==> src/rtl/can_bt_pkg.sv <==
package can_bt_pkg;

  localparam int QW = 8;
  typedef logic [QW-1:0] qcnt_t;

  localparam qcnt_t Q_ONE = qcnt_t'(1);
  localparam qcnt_t Q_TWO = qcnt_t'(2);

  typedef enum logic [1:0] {
    SM_NONE   = 2'b00,
    SM_HARD   = 2'b01,
    SM_RESYNC = 2'b10,
    SM_RSVD   = 2'b11
  } sync_mode_e;

  typedef enum logic [1:0] {
    SEG_SYNC = 2'b00,
    SEG_PH1  = 2'b01,
    SEG_PH2  = 2'b10
  } seg_e;

  function automatic qcnt_t q_min(input qcnt_t a, input qcnt_t b);
    return (a < b) ? a : b;
  endfunction

  // phase 1 never shorter than two quanta
  function automatic qcnt_t ph1_quanta(input qcnt_t field);
    return (field == '0) ? Q_TWO : field + Q_ONE;
  endfunction

  function automatic qcnt_t plus_one(input qcnt_t field);
    return field + Q_ONE;
  endfunction

  // quanta still to run in phase 2 after the current one
  function automatic qcnt_t ph2_left(input qcnt_t len, input qcnt_t cnt,
                                     input qcnt_t cut);
    qcnt_t used;
    used = cnt + Q_ONE + cut;
    return (len > used) ? len - used : '0;
  endfunction

endpackage

==> src/rtl/can_bt_prescaler.sv <==
module can_bt_prescaler #(
  parameter int BRP_W = 6
) (
  input  logic             clk_i,
  input  logic             rst_ni,
  input  logic [BRP_W-1:0] brp_i,
  output logic             tick_o
);

  logic [BRP_W-1:0] div_q;

  assign tick_o = (div_q >= brp_i);

  always_ff @(posedge clk_i or negedge rst_ni) begin
    if (!rst_ni) begin
      div_q <= '0;
    end else if (tick_o) begin
      div_q <= '0;
    end else begin
      div_q <= div_q + 1'b1;
    end
  end

endmodule

==> src/rtl/can_bt_edge.sv <==
module can_bt_edge (
  input  logic clk_i,
  input  logic rst_ni,
  input  logic tick_i,
  input  logic rx_i,
  input  logic bus_off_i,
  output logic fall_o
);

  logic last_q;

  assign fall_o = tick_i & last_q & ~rx_i & ~bus_off_i;

  always_ff @(posedge clk_i or negedge rst_ni) begin
    if (!rst_ni) begin
      last_q <= 1'b1;
    end else if (tick_i) begin
      last_q <= rx_i;
    end
  end

endmodule

==> src/rtl/can_bt_segfsm.sv <==
module can_bt_segfsm
  import can_bt_pkg::*;
(
  input  logic       clk_i,
  input  logic       rst_ni,
  input  logic       tick_i,
  input  logic       fall_i,
  input  sync_mode_e mode_i,
  input  qcnt_t      t1_i,
  input  qcnt_t      t2_i,
  input  qcnt_t      sjw_i,
  output logic       sample_o,
  output logic       start_o
);

  seg_e  seg_q, seg_d;
  qcnt_t cnt_q, cnt_d;
  qcnt_t ext_q, ext_d;
  qcnt_t cut_q, cut_d;
  logic  used_q, used_d;

  logic  hard_go, resync_go;
  qcnt_t late_step, early_step, left;

  assign hard_go    = fall_i & (mode_i == SM_HARD);
  assign resync_go  = fall_i & (mode_i == SM_RESYNC) & ~used_q;
  assign late_step  = q_min(cnt_q + Q_ONE, sjw_i);
  assign left       = ph2_left(t2_i, cnt_q, cut_q);
  assign early_step = q_min(left, sjw_i);

  always_comb begin
    seg_d    = seg_q;
    cnt_d    = cnt_q;
    ext_d    = ext_q;
    cut_d    = cut_q;
    used_d   = used_q;
    sample_o = 1'b0;
    start_o  = 1'b0;
    if (tick_i) begin
      if (hard_go) begin
        seg_d   = SEG_PH1;
        cnt_d   = '0;
        ext_d   = '0;
        cut_d   = '0;
        used_d  = 1'b1;
        start_o = 1'b1;
      end else begin
        unique case (seg_q)
          SEG_PH1: begin
            if (resync_go) begin
              ext_d  = ext_q + late_step;
              used_d = 1'b1;
            end
            if (cnt_q + Q_ONE >= t1_i + ext_d) begin
              sample_o = 1'b1;
              seg_d    = SEG_PH2;
              cnt_d    = '0;
            end else begin
              cnt_d = cnt_q + Q_ONE;
            end
          end
          SEG_PH2: begin
            if (resync_go) begin
              cut_d  = cut_q + early_step;
              used_d = 1'b1;
            end
            if ((cnt_q + Q_ONE + cut_d) >= t2_i) begin
              seg_d   = SEG_SYNC;
              cnt_d   = '0;
              ext_d   = '0;
              cut_d   = '0;
              used_d  = 1'b0;
              start_o = 1'b1;
            end else begin
              cnt_d = cnt_q + Q_ONE;
            end
          end
          default: begin
            if (resync_go) used_d = 1'b1;
            seg_d = SEG_PH1;
            cnt_d = '0;
          end
        endcase
      end
    end
  end

  always_ff @(posedge clk_i or negedge rst_ni) begin
    if (!rst_ni) begin
      seg_q  <= SEG_SYNC;
      cnt_q  <= '0;
      ext_q  <= '0;
      cut_q  <= '0;
      used_q <= 1'b0;
    end else begin
      seg_q  <= seg_d;
      cnt_q  <= cnt_d;
      ext_q  <= ext_d;
      cut_q  <= cut_d;
      used_q <= used_d;
    end
  end

endmodule

==> src/rtl/can_bit_timing.sv <==
module can_bit_timing
  import can_bt_pkg::*;
#(
  parameter int BRP_W = 6,
  parameter int TS1_W = 4,
  parameter int TS2_W = 3,
  parameter int SJW_W = 2
) (
  input  logic             clk_i,
  input  logic             rst_ni,
  input  logic [BRP_W-1:0] brp_cfg_i,
  input  logic [TS1_W-1:0] tseg1_cfg_i,
  input  logic [TS2_W-1:0] tseg2_cfg_i,
  input  logic [SJW_W-1:0] sjw_cfg_i,
  input  logic             rx_i,
  input  logic [1:0]       sync_mode_i,
  input  logic             bus_off_i,
  output logic             tq_tick_o,
  output logic             sample_pt_o,
  output logic             rx_bit_o,
  output logic             tx_pt_o
);

  localparam int MAX_BIT_Q = 1 + (1 << TS1_W) + (1 << TS2_W);

  initial begin
    if (MAX_BIT_Q + (1 << SJW_W) >= (1 << QW)) $error("segment fields too wide");
  end

  logic  tick, fall_evt, sample_evt, start_evt;
  qcnt_t t1_len, t2_len, sjw_len;

  assign t1_len  = ph1_quanta(qcnt_t'(tseg1_cfg_i));
  assign t2_len  = plus_one(qcnt_t'(tseg2_cfg_i));
  assign sjw_len = plus_one(qcnt_t'(sjw_cfg_i));

  can_bt_prescaler #(.BRP_W(BRP_W)) u_presc (
    .clk_i (clk_i),
    .rst_ni(rst_ni),
    .brp_i (brp_cfg_i),
    .tick_o(tick)
  );

  can_bt_edge u_edge (
    .clk_i    (clk_i),
    .rst_ni   (rst_ni),
    .tick_i   (tick),
    .rx_i     (rx_i),
    .bus_off_i(bus_off_i),
    .fall_o   (fall_evt)
  );

  can_bt_segfsm u_fsm (
    .clk_i   (clk_i),
    .rst_ni  (rst_ni),
    .tick_i  (tick),
    .fall_i  (fall_evt),
    .mode_i  (sync_mode_e'(sync_mode_i)),
    .t1_i    (t1_len),
    .t2_i    (t2_len),
    .sjw_i   (sjw_len),
    .sample_o(sample_evt),
    .start_o (start_evt)
  );

  always_ff @(posedge clk_i or negedge rst_ni) begin
    if (!rst_ni) begin
      sample_pt_o <= 1'b0;
      tx_pt_o     <= 1'b0;
      rx_bit_o    <= 1'b1;
    end else begin
      sample_pt_o <= sample_evt;
      tx_pt_o     <= start_evt;
      if (sample_evt) rx_bit_o <= rx_i | bus_off_i;
    end
  end

  assign tq_tick_o = tick;

endmodule

==> config.mk <==
export PLATFORM = sky130hd
export DESIGN_NAME = can_bit_timing
export DESIGN_NICKNAME = d
export VERILOG_FILES = /design/src/rtl/can_bt_pkg.sv /design/src/rtl/can_bt_prescaler.sv /design/src/rtl/can_bt_edge.sv /design/src/rtl/can_bt_segfsm.sv /design/src/rtl/can_bit_timing.sv
export SDC_FILE = /design/constraint.sdc
export NUM_CORES = 1
export LEC_CHECK = 0
export ABC_AREA = 0
export CORE_ASPECT_RATIO = 0.6
export CORE_MARGIN = 2
export CORE_UTILIZATION = 43
export DETAILED_ROUTE_END_ITERATION = 16
export DONT_BUFFER_PORTS = 1
export GPL_TIMING_DRIVEN = 0
export PLACE_DENSITY = 0.68
export SYNTH_ARGS = -nofsm -noshare
export SYNTH_HDL_FRONTEND = slang
export SYNTH_SLANG_ARGS = --single-unit
==> constraint.sdc <==
create_clock -name clk_i -period 7.65 [get_ports clk_i]
set_input_delay 1.53 -clock clk_i [delete_from_list [all_inputs] [get_ports clk_i]]
set_output_delay 1.53 -clock clk_i [all_outputs]
set_load 0.02 [all_outputs]
==> summary.md <==
| Metric | Value |
|---|---|
| Synthesis-stage register bit count | `37` |
| Pin count of the biggest net entering global routing | `38` |
| Core area | `9190 µm²` |
| First-pass GRT wire length | `around 16000 µm` |
| Clk network pwr share | `17.3%` |
| Cell area after placement | `4260 µm²` |
| Initial Util | `44.3%` |
| Area of the multi-input gates | `approximately 3100 µm²` |
| Layout cells sized above 1 | `11.9%` |
| Initial DRC count | `181` |
| Placement Rows | `27` |
| Routed vias | `3369` |
| Slowest cell on crit path | `or3_4` |
| Total GRT Usage | `20.1%` |
| CTS Root Cell | `clkbuf_16` |
| Fillers | `a little under 900` |
| CP startpoint | `tseg2_cfg_i[0]` |
| Levels on crit path | `32` |
| Clock Tree Buf Depth | `2` |
| Worst-Skew Late Latency | `about 0.28 ns` |
| Combinational power share | `between 50% and 60%` |
| Int Pwr | `656 µW` |
| Worst vdd ir | `0.108 mV` |
| Delay-heaviest family, CP | `compound AO/OA/AOI/OAI gates` |
| Syn. warnings | `0` |
| Reg clk slew, reported paths | `~0.060 ns` |
| Hold-fix buffers, CTS | `0` |
| Tcrit/Tclk final | `96.8%` |
| Slew @ Worst Pin | `0.817 ns` |
| Highest Clock Rate | `~140 MHz` |
| DR DRC count | `0` |
| Max Transition Viols Final | `0` |
| Io pins | `25` |
| Sw power | `502 µW` |
| Sequential share of the synthesized area | `22.8%` |
| Post-synth ARST share | `between 90% and 100%` |
| GR Overflow Total | `0` |
| Port bufs | `0` |
| Register area | `approximately 930 µm²` |
| Clock period minus worst slack | `7.41 ns` |
| Worst Setup Start Kind | `input port` |
| Routability congestion estimate | `between 0.8 and 0.9` |
| Final #Nets | `roughly 570` |
| Vias in the first global route | `3295` |
| Final hold viol count | `0` |
| Worst hold path class | `register to register` |
| Fin area | `4560 µm²` |
| CP Capture Point | `u_fsm.ext_q[1]$_DFFE_PN0P_` |
| TritonRoute pass-1 iters | `4` |
| Critical path arrival | `7.57 ns` |
| Clock Sinks | `37` |
| ANT cells | `0` |
| Avg Inst Size Synth | `about 9.0 µm²` |
| Hpwl dp | `7760 µm` |
| Post-synthesis cell count | `451` |
| Critical Path RT | `7.82 ns` |
| Non-filler instance count after layout | `600` |
| Reg2reg end | `u_fsm.ext_q[1]$_DFFE_PN0P_` |
| CP Buf/Inv Count | `3` |
| CTS tree | `yes` |
| Crit path capture type | `register` |
| CP max FO | `8` |
| Max-cap violations | `0` |
| Chip Height | `79.4 µm` |
| FF-to-FF path depth | `36` |
| Hold WS | `~0.45 ns` |
| Mapped cell area | `4070 µm²` |
| Wire per inst | `16.2 µm` |
| Initial antenna violation count | `0` |
| DIE WIDTH | `130 µm` |
| Die footprint | `10300 µm²` |
| Flop pwr share | `24.3%` |
| CP dominant cell by count | `a21o_1` |
| Post-layout util | `about half` |
| Power per cell area | `254 nW/µm²` |
| Crit Reg-Reg Startpoint | `u_fsm.cnt_q[0]$_DFFE_PN0P_` |
| Slew margin rel. | `a little under half` |
| CP Class | `input port to register` |
| Ys flop type | `dfrtp_1` |
| Final Setup Violations | `0` |
| Number of flops mapped to enable cells by yosys | `0` |
| Distinct cells, synth | `62` |
| Leakage | `0.00227 µW` |
| Switching Share | `43.4%` |
| Worst Clk Skew | `0.00366 ns` |
| Worst path max stage delay | `0.45 ns` |
| Run status | `complete, no violations` |
| Cts bufs inserted | `5` |
| Post-route ant nets | `0` |
| Placed Cells incl. Taps | `588` |
| Worst hold start | `u_edge.last_q$_DFFE_PN1P_` |
| Routed WL | `9740 µm` |
| Reg2reg setup slack | `about 0.32 ns` |
| Htree depth | `2` |
| Area grow syn2layout | `12.0%` |
| Vias per cell | `5.62` |
[metal layers]
layer	part of all wire [%]	global-route usage, %	vias to the layer above	wire, µm
met1	50	29.5	1645	4870
met3	5.3	2.95	6	517
li1	-	-	1654	-
met4	0.78	3.87	0	76
met2	44	31.5	64	4280
met5	0	0	-	0
[worst min-delay path, delay by kind of cell (launching register included)]
family           cells  cell delay (ns)
DFF                  1             0.37
and+or+nand+nor      2             0.08
[layout make-up]
cell class              count  area share [%]
well taps                 130            3.57
flip-flops and latches     37            20.4
multi-input cells         376            68.5
clock inverters             2           0.219
inverters                  39            3.21
plain buffers               6           0.658
clock buffers               6            2.83
repair buffers              4           0.658
[sequential cells by signal, summed over array words and instances (netlist names)]
signal,flops
u_presc.div_q,6
rx_bit_o,1
u_fsm.used_q,1
u_fsm.ext_q,8
u_fsm.cnt_q,8
u_fsm.seg_q,2
u_edge.last_q,1
sample_pt_o,1
u_fsm.cut_q,8
tx_pt_o,1
[layout by cell type, fill, tap and decap left out, types with 5 or more instances in the layout]
master,count
xor2_1,16
a21o_1,20
inv_1,39
conb_1,8
o21ai_1,7
nand3_1,10
o21a_1,9
ha_1,66
a21oi_1,20
and2_1,5
nand2_1,32
xnor2_1,17
dfrtp_1,34
buf_4,5
o21bai_1,8
a211oi_1,5
o21ai_0,21
nand2b_1,7
a22o_1,18
clkbuf_16,5
nor2_1,24
[what timing repair did]
| action | in CTS | in global routing |
|---|---|---|
| pin swaps | 0 | 10 |
| endpoints found under the setup margin | 27 | 28 |
| setup buffers | 0 | 4 |
| gates resized for setup | 8 | 23 |
[kinds of logic after synthesis]
logic type	count (synthesis)	share of synthesized area, %
compound gates	139	24.3
xor+xnor	37	8.30
fa+ha+maj	75	24.2
buf+inv	45	4.33
flops	37	22.8
mux	5	1.35
other cells	1	0.0921
simple gates	112	14.6
[worst min-delay path by stage]
stage                                end  slack (ns)  depth (start not counted)
5_1_grt        u_edge.last_q$_DFFE_PN1P_        0.48                          2
2_1_floorplan  u_edge.last_q$_DFFE_PN1P_        0.43                          2
4_1_cts        u_edge.last_q$_DFFE_PN1P_        0.46                          2
6_report       u_edge.last_q$_DFFE_PN1P_        0.45                          2
3_3_place_gp   u_edge.last_q$_DFFE_PN1P_        0.44                          2
3_5_place_dp   u_edge.last_q$_DFFE_PN1P_        0.45                          2
[power groups by stage]
stage	logic [µW]	clock network [µW]	registers, µW
after floorplan	470	0	272
after global routing	762	214	288
after CTS	617	205	282
final	675	201	281
after global placement	575	0	280
after detailed placement	606	0	282
[cell usage after synthesis (5+ instances only)]
master	number	area, µm²
and2_1	5	31.3
o21ai_0	26	130
o21a_1	9	67.6
o21bai_1	8	60.1
fa_1	6	120
xor2_1	17	149
a21oi_1	24	120
inv_1	39	146
ha_1	69	863
a211oi_1	6	45.0
nor2_1	24	90.1
xnor2_1	19	166
nand2_1	34	128
a21o_1	20	150
nand2b_1	7	43.8
nand3_1	10	50.1
dfrtp_1	35	876
a22o_1	18	158
[stage by stage]
stage	power, µW	TNS (ns)	setup WS [ns]
after floorplan	742	0	0.409
after global placement	855	-5.04	-0.293
after detailed placement	888	-9.39	-0.448
after CTS	1100	0	0.00576
after global routing	1260	-0.0994	-0.0246
final	1160	0	0.244
(Power assumes the default switching activity.)
